`src/rtl/seg_pkg.sv`:
```
package seg_pkg;
    localparam int unsigned ADDR_W   = 32;
    localparam int unsigned SEL_W    = 16;
    localparam int unsigned RPL_W    = 2;
    localparam int unsigned DISP8_W  = 8;
    localparam int unsigned SCALE_W  = 2;
    localparam int unsigned DSZ_W    = 2;

    localparam logic [DSZ_W-1:0] DSZ_NONE = 2'd0;
    localparam logic [DSZ_W-1:0] DSZ_B8   = 2'd1;

    typedef struct packed {
        logic [ADDR_W-1:0] base;
        logic [ADDR_W-1:0] limit;
        logic              wr_ok;
    } desc_t;

    typedef struct packed {
        logic              vld;
        logic              flt;
        logic [ADDR_W-1:0] ofs;
        logic [ADDR_W-1:0] lin;
        logic [RPL_W-1:0]  rpl;
    } stage_t;
endpackage

```
`src/rtl/ea_offset_calc.sv`:
```
module ea_offset_calc
    import seg_pkg::*;
#(
    parameter int unsigned AW  = ADDR_W,
    parameter int unsigned SW  = SCALE_W,
    parameter int unsigned D8W = DISP8_W
) (
    input  logic [AW-1:0]    base_val,
    input  logic             base_en,
    input  logic [AW-1:0]    idx_val,
    input  logic             idx_en,
    input  logic [SW-1:0]    scale_code,
    input  logic [AW-1:0]    disp,
    input  logic [DSZ_W-1:0] disp_size,
    output logic [AW-1:0]    ofs
);
    localparam int unsigned EXT_W = AW - D8W;

    logic [AW-1:0] base_term;
    logic [AW-1:0] idx_term;
    logic [AW-1:0] disp_term;

    always_comb begin
        base_term = base_en ? base_val : '0;
        idx_term  = idx_en ? (idx_val << scale_code) : '0;
        case (disp_size)
            DSZ_NONE: disp_term = '0;
            DSZ_B8:   disp_term = {{EXT_W{disp[D8W-1]}}, disp[D8W-1:0]};
            default:  disp_term = disp;
        endcase
        ofs = base_term + idx_term + disp_term;
    end
endmodule

```
`src/rtl/seg_desc_pick.sv`:
```
module seg_desc_pick
    import seg_pkg::*;
#(
    parameter int unsigned AW = ADDR_W,
    parameter int unsigned SLW = SEL_W,
    parameter int unsigned RW = RPL_W
) (
    input  logic [SLW-1:0] sel,
    input  desc_t          glb,
    input  desc_t          loc,
    output desc_t          chosen,
    output logic [RW-1:0]  req_pl,
    output logic           null_sel
);
    localparam int unsigned TI_POS = RW;
    localparam int unsigned IDX_W  = SLW - RW - 1;

    logic [IDX_W-1:0] tbl_idx;
    logic             tbl_bit;
    desc_t            tbl [2];

    always_comb begin
        req_pl   = sel[RW-1:0];
        tbl_bit  = sel[TI_POS];
        tbl_idx  = sel[SLW-1:TI_POS+1];
        tbl[0]   = glb;
        tbl[1]   = loc;
        chosen   = tbl[tbl_bit];
        null_sel = (tbl_idx == '0) && !tbl_bit;
    end
endmodule

```
`src/rtl/seg_addr_gen.sv`:
```
module seg_addr_gen
    import seg_pkg::*;
#(
    parameter int unsigned AW = ADDR_W
) (
    input  logic               clk,
    input  logic               rst_n,
    input  logic               in_valid,
    input  logic [SEL_W-1:0]   sel,
    input  logic [AW-1:0]      base_val,
    input  logic               base_en,
    input  logic [AW-1:0]      idx_val,
    input  logic               idx_en,
    input  logic [SCALE_W-1:0] scale_code,
    input  logic [AW-1:0]      disp,
    input  logic [DSZ_W-1:0]   disp_size,
    input  logic               is_write,
    input  logic [AW-1:0]      gdt_base,
    input  logic [AW-1:0]      gdt_limit,
    input  logic               gdt_wr,
    input  logic [AW-1:0]      ldt_base,
    input  logic [AW-1:0]      ldt_limit,
    input  logic               ldt_wr,
    output logic               out_valid,
    output logic [AW-1:0]      eff_ofs,
    output logic [AW-1:0]      lin_addr,
    output logic [RPL_W-1:0]   rpl,
    output logic               fault
);
    logic [AW-1:0]    ofs_c;
    desc_t            glb_c, loc_c, dsc_c;
    logic [RPL_W-1:0] pl_c;
    logic             null_c;
    logic             bad_c;
    stage_t           st_d, st_q;

    assign glb_c = '{base: gdt_base, limit: gdt_limit, wr_ok: gdt_wr};
    assign loc_c = '{base: ldt_base, limit: ldt_limit, wr_ok: ldt_wr};

    ea_offset_calc #(.AW(AW)) u_ofs (
        .base_val  (base_val),
        .base_en   (base_en),
        .idx_val   (idx_val),
        .idx_en    (idx_en),
        .scale_code(scale_code),
        .disp      (disp),
        .disp_size (disp_size),
        .ofs       (ofs_c)
    );

    seg_desc_pick #(.AW(AW)) u_pick (
        .sel     (sel),
        .glb     (glb_c),
        .loc     (loc_c),
        .chosen  (dsc_c),
        .req_pl  (pl_c),
        .null_sel(null_c)
    );

    always_comb begin
        bad_c = null_c || (ofs_c > dsc_c.limit) || (is_write && !dsc_c.wr_ok);
        st_d  = st_q;
        st_d.vld = in_valid && !bad_c;
        st_d.flt = in_valid && bad_c;
        if (in_valid) begin
            st_d.ofs = ofs_c;
            st_d.lin = dsc_c.base + ofs_c;
            st_d.rpl = pl_c;
        end
    end

    always_ff @(posedge clk) begin
        if (!rst_n) begin
            st_q <= '0;
        end else begin
            st_q <= st_d;
        end
    end

    assign out_valid = st_q.vld;
    assign fault     = st_q.flt;
    assign eff_ofs   = st_q.ofs;
    assign lin_addr  = st_q.lin;
    assign rpl       = st_q.rpl;


    valid_fault_excl_chk: assert property (@(posedge clk) disable iff (!rst_n)
        !(out_valid && fault));


    one_cycle_resp_chk: assert property (@(posedge clk) disable iff (!rst_n)
        in_valid |=> (out_valid || fault));


    idle_quiet_chk: assert property (@(posedge clk) disable iff (!rst_n)
        !in_valid |=> (!out_valid && !fault));


    rpl_follow_chk: assert property (@(posedge clk) disable iff (!rst_n)
        in_valid |=> (rpl == $past(sel[RPL_W-1:0])));


    within_limit_chk: assert property (@(posedge clk) disable iff (!rst_n)
        in_valid |=> (!out_valid ||
            eff_ofs <= $past(sel[RPL_W] ? ldt_limit : gdt_limit)));


    null_sel_fault_chk: assert property (@(posedge clk) disable iff (!rst_n)
        (in_valid && sel[SEL_W-1:RPL_W] == '0) |=> fault);


    lin_base_chk: assert property (@(posedge clk) disable iff (!rst_n)
        in_valid |=> (!out_valid ||
            lin_addr == $past(sel[RPL_W] ? ldt_base : gdt_base) + eff_ofs));
endmodule

```
`config.mk`:
```
export PLATFORM = sky130hd
export DESIGN_NAME = seg_addr_gen
export DESIGN_NICKNAME = d
export VERILOG_FILES = /design/src/rtl/seg_pkg.sv /design/src/rtl/ea_offset_calc.sv /design/src/rtl/seg_desc_pick.sv /design/src/rtl/seg_addr_gen.sv
export SDC_FILE = /design/constraint.sdc
export NUM_CORES = 1
export LEC_CHECK = 0
export BUFFER_PORTS_ARGS = -buffer_cell sky130_fd_sc_hd__buf_2
export CAP_MARGIN = 10
export CELL_PAD_IN_SITES_DETAIL_PLACEMENT = 0
export CELL_PAD_IN_SITES_GLOBAL_PLACEMENT = 1
export CORE_UTILIZATION = 35
export CTS_BUF_LIST = sky130_fd_sc_hd__clkbuf_2
export DETAILED_ROUTE_END_ITERATION = 10
export GPL_ROUTABILITY_DRIVEN = 0
export HOLD_SLACK_MARGIN = 0.06
export PLACE_DENSITY_LB_ADDON = 0.1
export REMOVE_ABC_BUFFERS = 1
export SYNTH_ARGS = -nofsm -noshare
export SYNTH_HDL_FRONTEND = slang
export SYNTH_SLANG_ARGS = --single-unit
```
`constraint.sdc`:
```
create_clock -name clk -period 10.3 [get_ports clk]
set_clock_uncertainty 0.15 [all_clocks]
set_input_delay 1.545 -clock clk [delete_from_list [all_inputs] [get_ports clk]]
set_output_delay 1.545 -clock clk [all_outputs]
set_load 0.01 [all_outputs]
```
* Word-level counts from Yosys, hierarchy flattened
Cells that the tools add are included.
** Operators by class
- $add $sub $neg :: 3
- $lt $le $gt $ge :: 2
- Eq/ne operators :: 1
- Shifts and indexed selects :: 1
- Muxes and demuxes :: 6
- Bitwise gates (word level) :: 1
- Reduce and logical (&&, ||, !) cells :: 11
** Operators by type and width (number)
- two-way mux 65 bit :: 3
- adder 32 bit :: 3
- two-way mux 32 bit :: 2
- one-hot mux 32 bit (2 select lines) :: 1
- greater-than comparator 32 bit :: 1
- << shifter 32 x 2 -> 32 bit :: 1
- zero test 13 bit :: 1
- logical AND 1 bit :: 4
- zero test 1 bit :: 3
- equality test 2 x 1 -> 1 bit, second input constant :: 1
- >= comparator 2 bit, second input constant :: 1
- zero test 2 bit :: 1
- logical OR 1 bit :: 2
- NOT 1 -> 2 bit :: 1
** Word-level totals
- Register bits :: 68
- Input bits :: 252
- Output and inout port bits :: 68
- Word-level logic and storage cells :: 30

* Logic depth before layout (Yosys ltp)
- Word-level depth :: 9
- Gate-level depth with buffers :: 30
- Gate-level depth less buffers :: 27

* Modules after synthesis
A second synthesis with hierarchy kept.
** Second synthesis, totals
- Cells, all modules :: 1131
- Area, all modules :: 9601.7 sq um
** By module, submodules not included
- seg_addr_gen :: times used 1, cells an instance 570, area each 5008.6 sq um, seq. area each 1361.3 sq um
- ea_offset_calc :: times used 1, cells an instance 482, area each 3598.5 sq um, seq. area each 0.0 sq um
- seg_desc_pick :: times used 1, cells an instance 79, area each 994.7 sq um, seq. area each 0.0 sq um

* Worst setup path after synthesis
Ideal clock, no wire load.
- Kind :: input -> register
- Start point :: input scale_code[0]
- End point :: register st_q (netlist bit lin_addr[31])
- Library setup time :: 0.132 ns
- Data arrival time :: 7.663 ns
- Data required time :: 10.018 ns
- Setup slack :: 2.355 ns
- Cell stages on the path :: 29
- Path buffers :: 3
- Cell sequence :: clkbuf_1 > buf_1 > clkbuf_1 > mux2_2 > nand2_1 > fa_1 > inv_1 > ha_1 > fa_1 > a211oi_1 > nor2_1 > o31ai_1 > nand2_1 > a21oi_1 > o21bai_1 > a21oi_1 > xnor2_1 > ha_1 > a21o_1 > a21oi_1 > o21ai_1 > a221o_1 > a41oi_1 > a211oi_2 > a2111o_1 > a31o_1 > xnor2_2 > xnor2_1 > a21oi_1
** On the way
- Cells in the longest elaborated chain, start to end :: 5
** Ends and longest elaborated chain
- start: declaration :: RTL line seg_addr_gen.sv:14 : input logic [SCALE_W-1:0] scale_code,
- << shifter 32 x 2 -> 32 bit :: RTL line ea_offset_calc.sv:25 : idx_term = idx_en ? (idx_val << scale_code) : '0;
- two-way mux 32 bit :: RTL line ea_offset_calc.sv:25
- adder 32 bit (2 in series) :: RTL line ea_offset_calc.sv:31 : ofs = base_term + idx_term + disp_term;
- net ofs_c[13] :: RTL line seg_addr_gen.sv:30 : logic [AW-1:0] ofs_c;
- adder 32 bit :: RTL line seg_addr_gen.sv:67 : st_d.lin = dsc_c.base + ofs_c;
- end signal: assignment :: RTL line seg_addr_gen.sv:76 : st_q <= st_d;
- end: declaration :: RTL line seg_addr_gen.sv:35 : stage_t st_d, st_q;
The timed path passes the listed nets, and every way through them passes these cells.
A chain may end at the register's enable or synchronous reset.

* Final worst setup path
Ends and elaborated chain as after synthesis.

==> results.yml <==
synth:
  synthSimpleGateAreaFrac: 0.171
  syn-cell-area_sq_um: 9030
  synth_top_area_frac: 0.151
  synth_edf_count: 0
  synth_compound_area_frac: 0.177
  synth_warnings: 0
  async_flop_share: 0
  synth_xor_area_frac: 0.0550
  synth_cell_types: 76
  synthAdderAreaFrac: 0.201
  synth.area.mux_share: 0.193
  synth_top_cell_by_area: "dfxtp_1"
  synthCells: 1053
  ys_ff_latch: 68
  avgSynthCellArea_sq_um: 8.57
  synth-main-ff-cell: "dfxtp_1"
  synth_top_family_by_area: "adder cells"
  synthTopCellsByArea: "dfxtp_1 (15%), ha_1 (12%), mux2i_1 (8.5%)"
  ys_seq_area_frac: 0.151
global_routing:
  grt_max_degree: 85
  grt_pass1_wl_mm: 41.8
  grt_remaining_overflow: 0
  antenna_found_initial: 2
  grt_usage: 0.202
  grt_pass1_vias: 7777
sta:
  hold_violations: 0
  max_freq_ghz: 0.133
  tns_ps: 0
  fin_crit_sh: 0.731
  slew_headroom: 0.397
  rsz0062_at_grt: "false"
  setup_viol: 0
  period_minus_slack_ps: 7530
  worstMarginPinSlew_ps: 904
  fin_ws_ps: 2770
  finalMaxSlewViolations: 0
setup_path:
  critPathMaxFanout: 33
  cp.arrival_ps: 7830
  crit_type: "in -> reg"
  crit_path_top_delay_cell: "buf_2"
  crit_path_max_incr_delay_ps: 680
  cp_common_cell: "a21oi_1"
  path_delay_family: "compound AO/OA/AOI/OAI gates"
  crit_required_ps: 10600
  critPathBufInv: 2
  endpoint_kind: "flop"
  cp-start-kind: "primary input"
cts:
  cts_buffers: 9
  cts_setup_buffers: 0
  hold_buffers: 0
  clk_path_buf_depth: 2
  clk_pin_slew_ps: 210
  cts_resized: 0
  cts_max_level: 3
  tritoncts: "done"
  clkLatencyLatePin_ps: 570
  cts.sinks: 68
  root_buffer: "clkbuf_2"
drt:
  wire_per_inst_um: 16.1
  wl_mm: 27.0
  vias: 8466
  drt-pass1-iter-count: 4
  viasPerCell: 5.05
  ant_nets: 0
  drt-initial-drc-count: 422
  drcViolationCount: 0
placed_design:
  hpwl_mm: 22.6
  io_buffers: 319
  post_dp_cell_area_sq_um: 10900
  place_ws_ps: 2110
floorplanning:
  core_area_sq_um: 25300
  io_pins: 320
  die_height_um: 163
  dieArea_sq_um: 26400
  rows: 58
  start_util: 0.357
  die_w_um: 163
finish:
  final_nets: 1714
  fill_cells: 2599
  regArea_sq_um: 1360
  drive_gt1_frac: 0.310
  design_area_sq_um: 11000
  areaGrowthSynthToFinish_pct: 21.8
  multi_input_area_sq_um: 7200
job:
  drv_cap: 0
pwr:
  power_mw: 1.82
  irDropWorstVdd_mv: 0.0626
  cellPowerDensity_nw_per_um2: 166
  leakage_nw: 5.54
status:
  outcome: "completed"
min_path:
  min_path_type: "reg -> reg"
==> cell usage in the layout (no fill, tap or decap), drive strengths merged, types with 5 or more instances in the layout <==
master  instances
nor2           38
mux4           25
nand3b          6
o21ai          43
clkbuf         11
o21a           12
nand4           9
and2           12
nor4            6
dfxtp          68
o211ai          8
nand3          24
nand2         105
nor2b          56
o21bai         12
a21oi          90
xor2           12
ha             89
a211oi          8
mux2           35
and3            6
a21o           28
buf           325
xnor2          43
fa             33
mux2i          78
nand2b          6
inv            75
nor3           11
o211a           5
==> state kept, by name, indices dropped and copies added (netlist names) <==
name / count
lin_addr: 32
rpl: 2
out_valid: 1
eff_ofs: 32
fault: 1
==> synth_stat cells (4+ instances only) <==
master	number
xor2_1	12
a21o_1	27
o21ai_0	36
o21a_1	12
a211oi_1	7
nand4b_1	4
inv_1	75
xnor2_1	41
o211ai_1	8
a21oi_1	88
mux4_2	25
dfxtp_1	68
mux2i_1	77
o21ai_1	7
nand2b_1	6
ha_1	89
o21bai_1	12
and3_1	6
clkbuf_1	41
nand4_1	9
a31oi_1	4
nor4_1	5
and2_1	11
nor3_1	10
o211a_1	5
buf_1	8
nand3_1	23
nand2_1	105
nor2b_1	55
nand3b_1	6
nor2_1	38
fa_1	33
mux2_2	35
==> worst register-to-register path, cell delays in order, from the launching register on <==
cell and delay (ps):
dfxtp_1 360, a31oi_1 150, o311ai_0 150
==> power breakdown <==
group	total [mW]	internal, mW	switching [mW]
clock	0.139	0.0321	0.107
sequential	0.369	0.333	0.0355
combinational	1.31	0.573	0.739
==> routing by layer <==
| metal | share of wire | track usage | vias to the layer above |
|---|---|---|---|
| met2 | 0.44 | 0.320 | 249 |
| li1 | - | - | 4368 |
| met4 | 0.011 | 0.0387 | 0 |
| met1 | 0.51 | 0.296 | 3833 |
| met3 | 0.046 | 0.0234 | 16 |
| met5 | 0 | 0 | - |
==> metrics by stage <==
step | util | cells | hold WS [ps]
2_1_floorplan | - | 1004 | 334
3_3_place_gp | 0.432 | 1659 | 298
3_5_place_dp | 0.432 | 1659 | 312
4_1_cts | 0.435 | 1675 | 339
5_1_grt | 0.435 | 1677 | 349
6_report | 0.435 | 1677 | 331
==> area by class of cell <==
class	count	share of cell area
multi-input combinational	861	0.655
antenna	2	0.000455
inverter	75	0.0256
tap	330	0.0376
clock inverter	5	0.00262
timing repair buffer	325	0.150
sequential	68	0.124
clock buffer	11	0.00501
==> cells by family after synthesis <==
family	after synthesis
DFF	68
xor gates and xnor gates	55
and+or+nand+nor	298
adders and majority gates	126
muxes	138
buffers and inverters	124
AOI/OAI and AO/OA	244
==> path summary, 6_finish.rpt <==
path	start	to	slack [ps]	cells past startpoint
setup / recovery	scale_code[0]	lin_addr[31]$_SDFFE_PN0P_	2770	27
hold / removal	lin_addr[21]$_SDFFE_PN0P_	lin_addr[21]$_SDFFE_PN0P_	330	2
setup reg to reg	eff_ofs[30]$_SDFFE_PN0P_	eff_ofs[30]$_SDFFE_PN0P_	9390	2
hold reg to reg	lin_addr[21]$_SDFFE_PN0P_	lin_addr[21]$_SDFFE_PN0P_	330	2
Note: power is estimated with default switching activity, not from simulation.
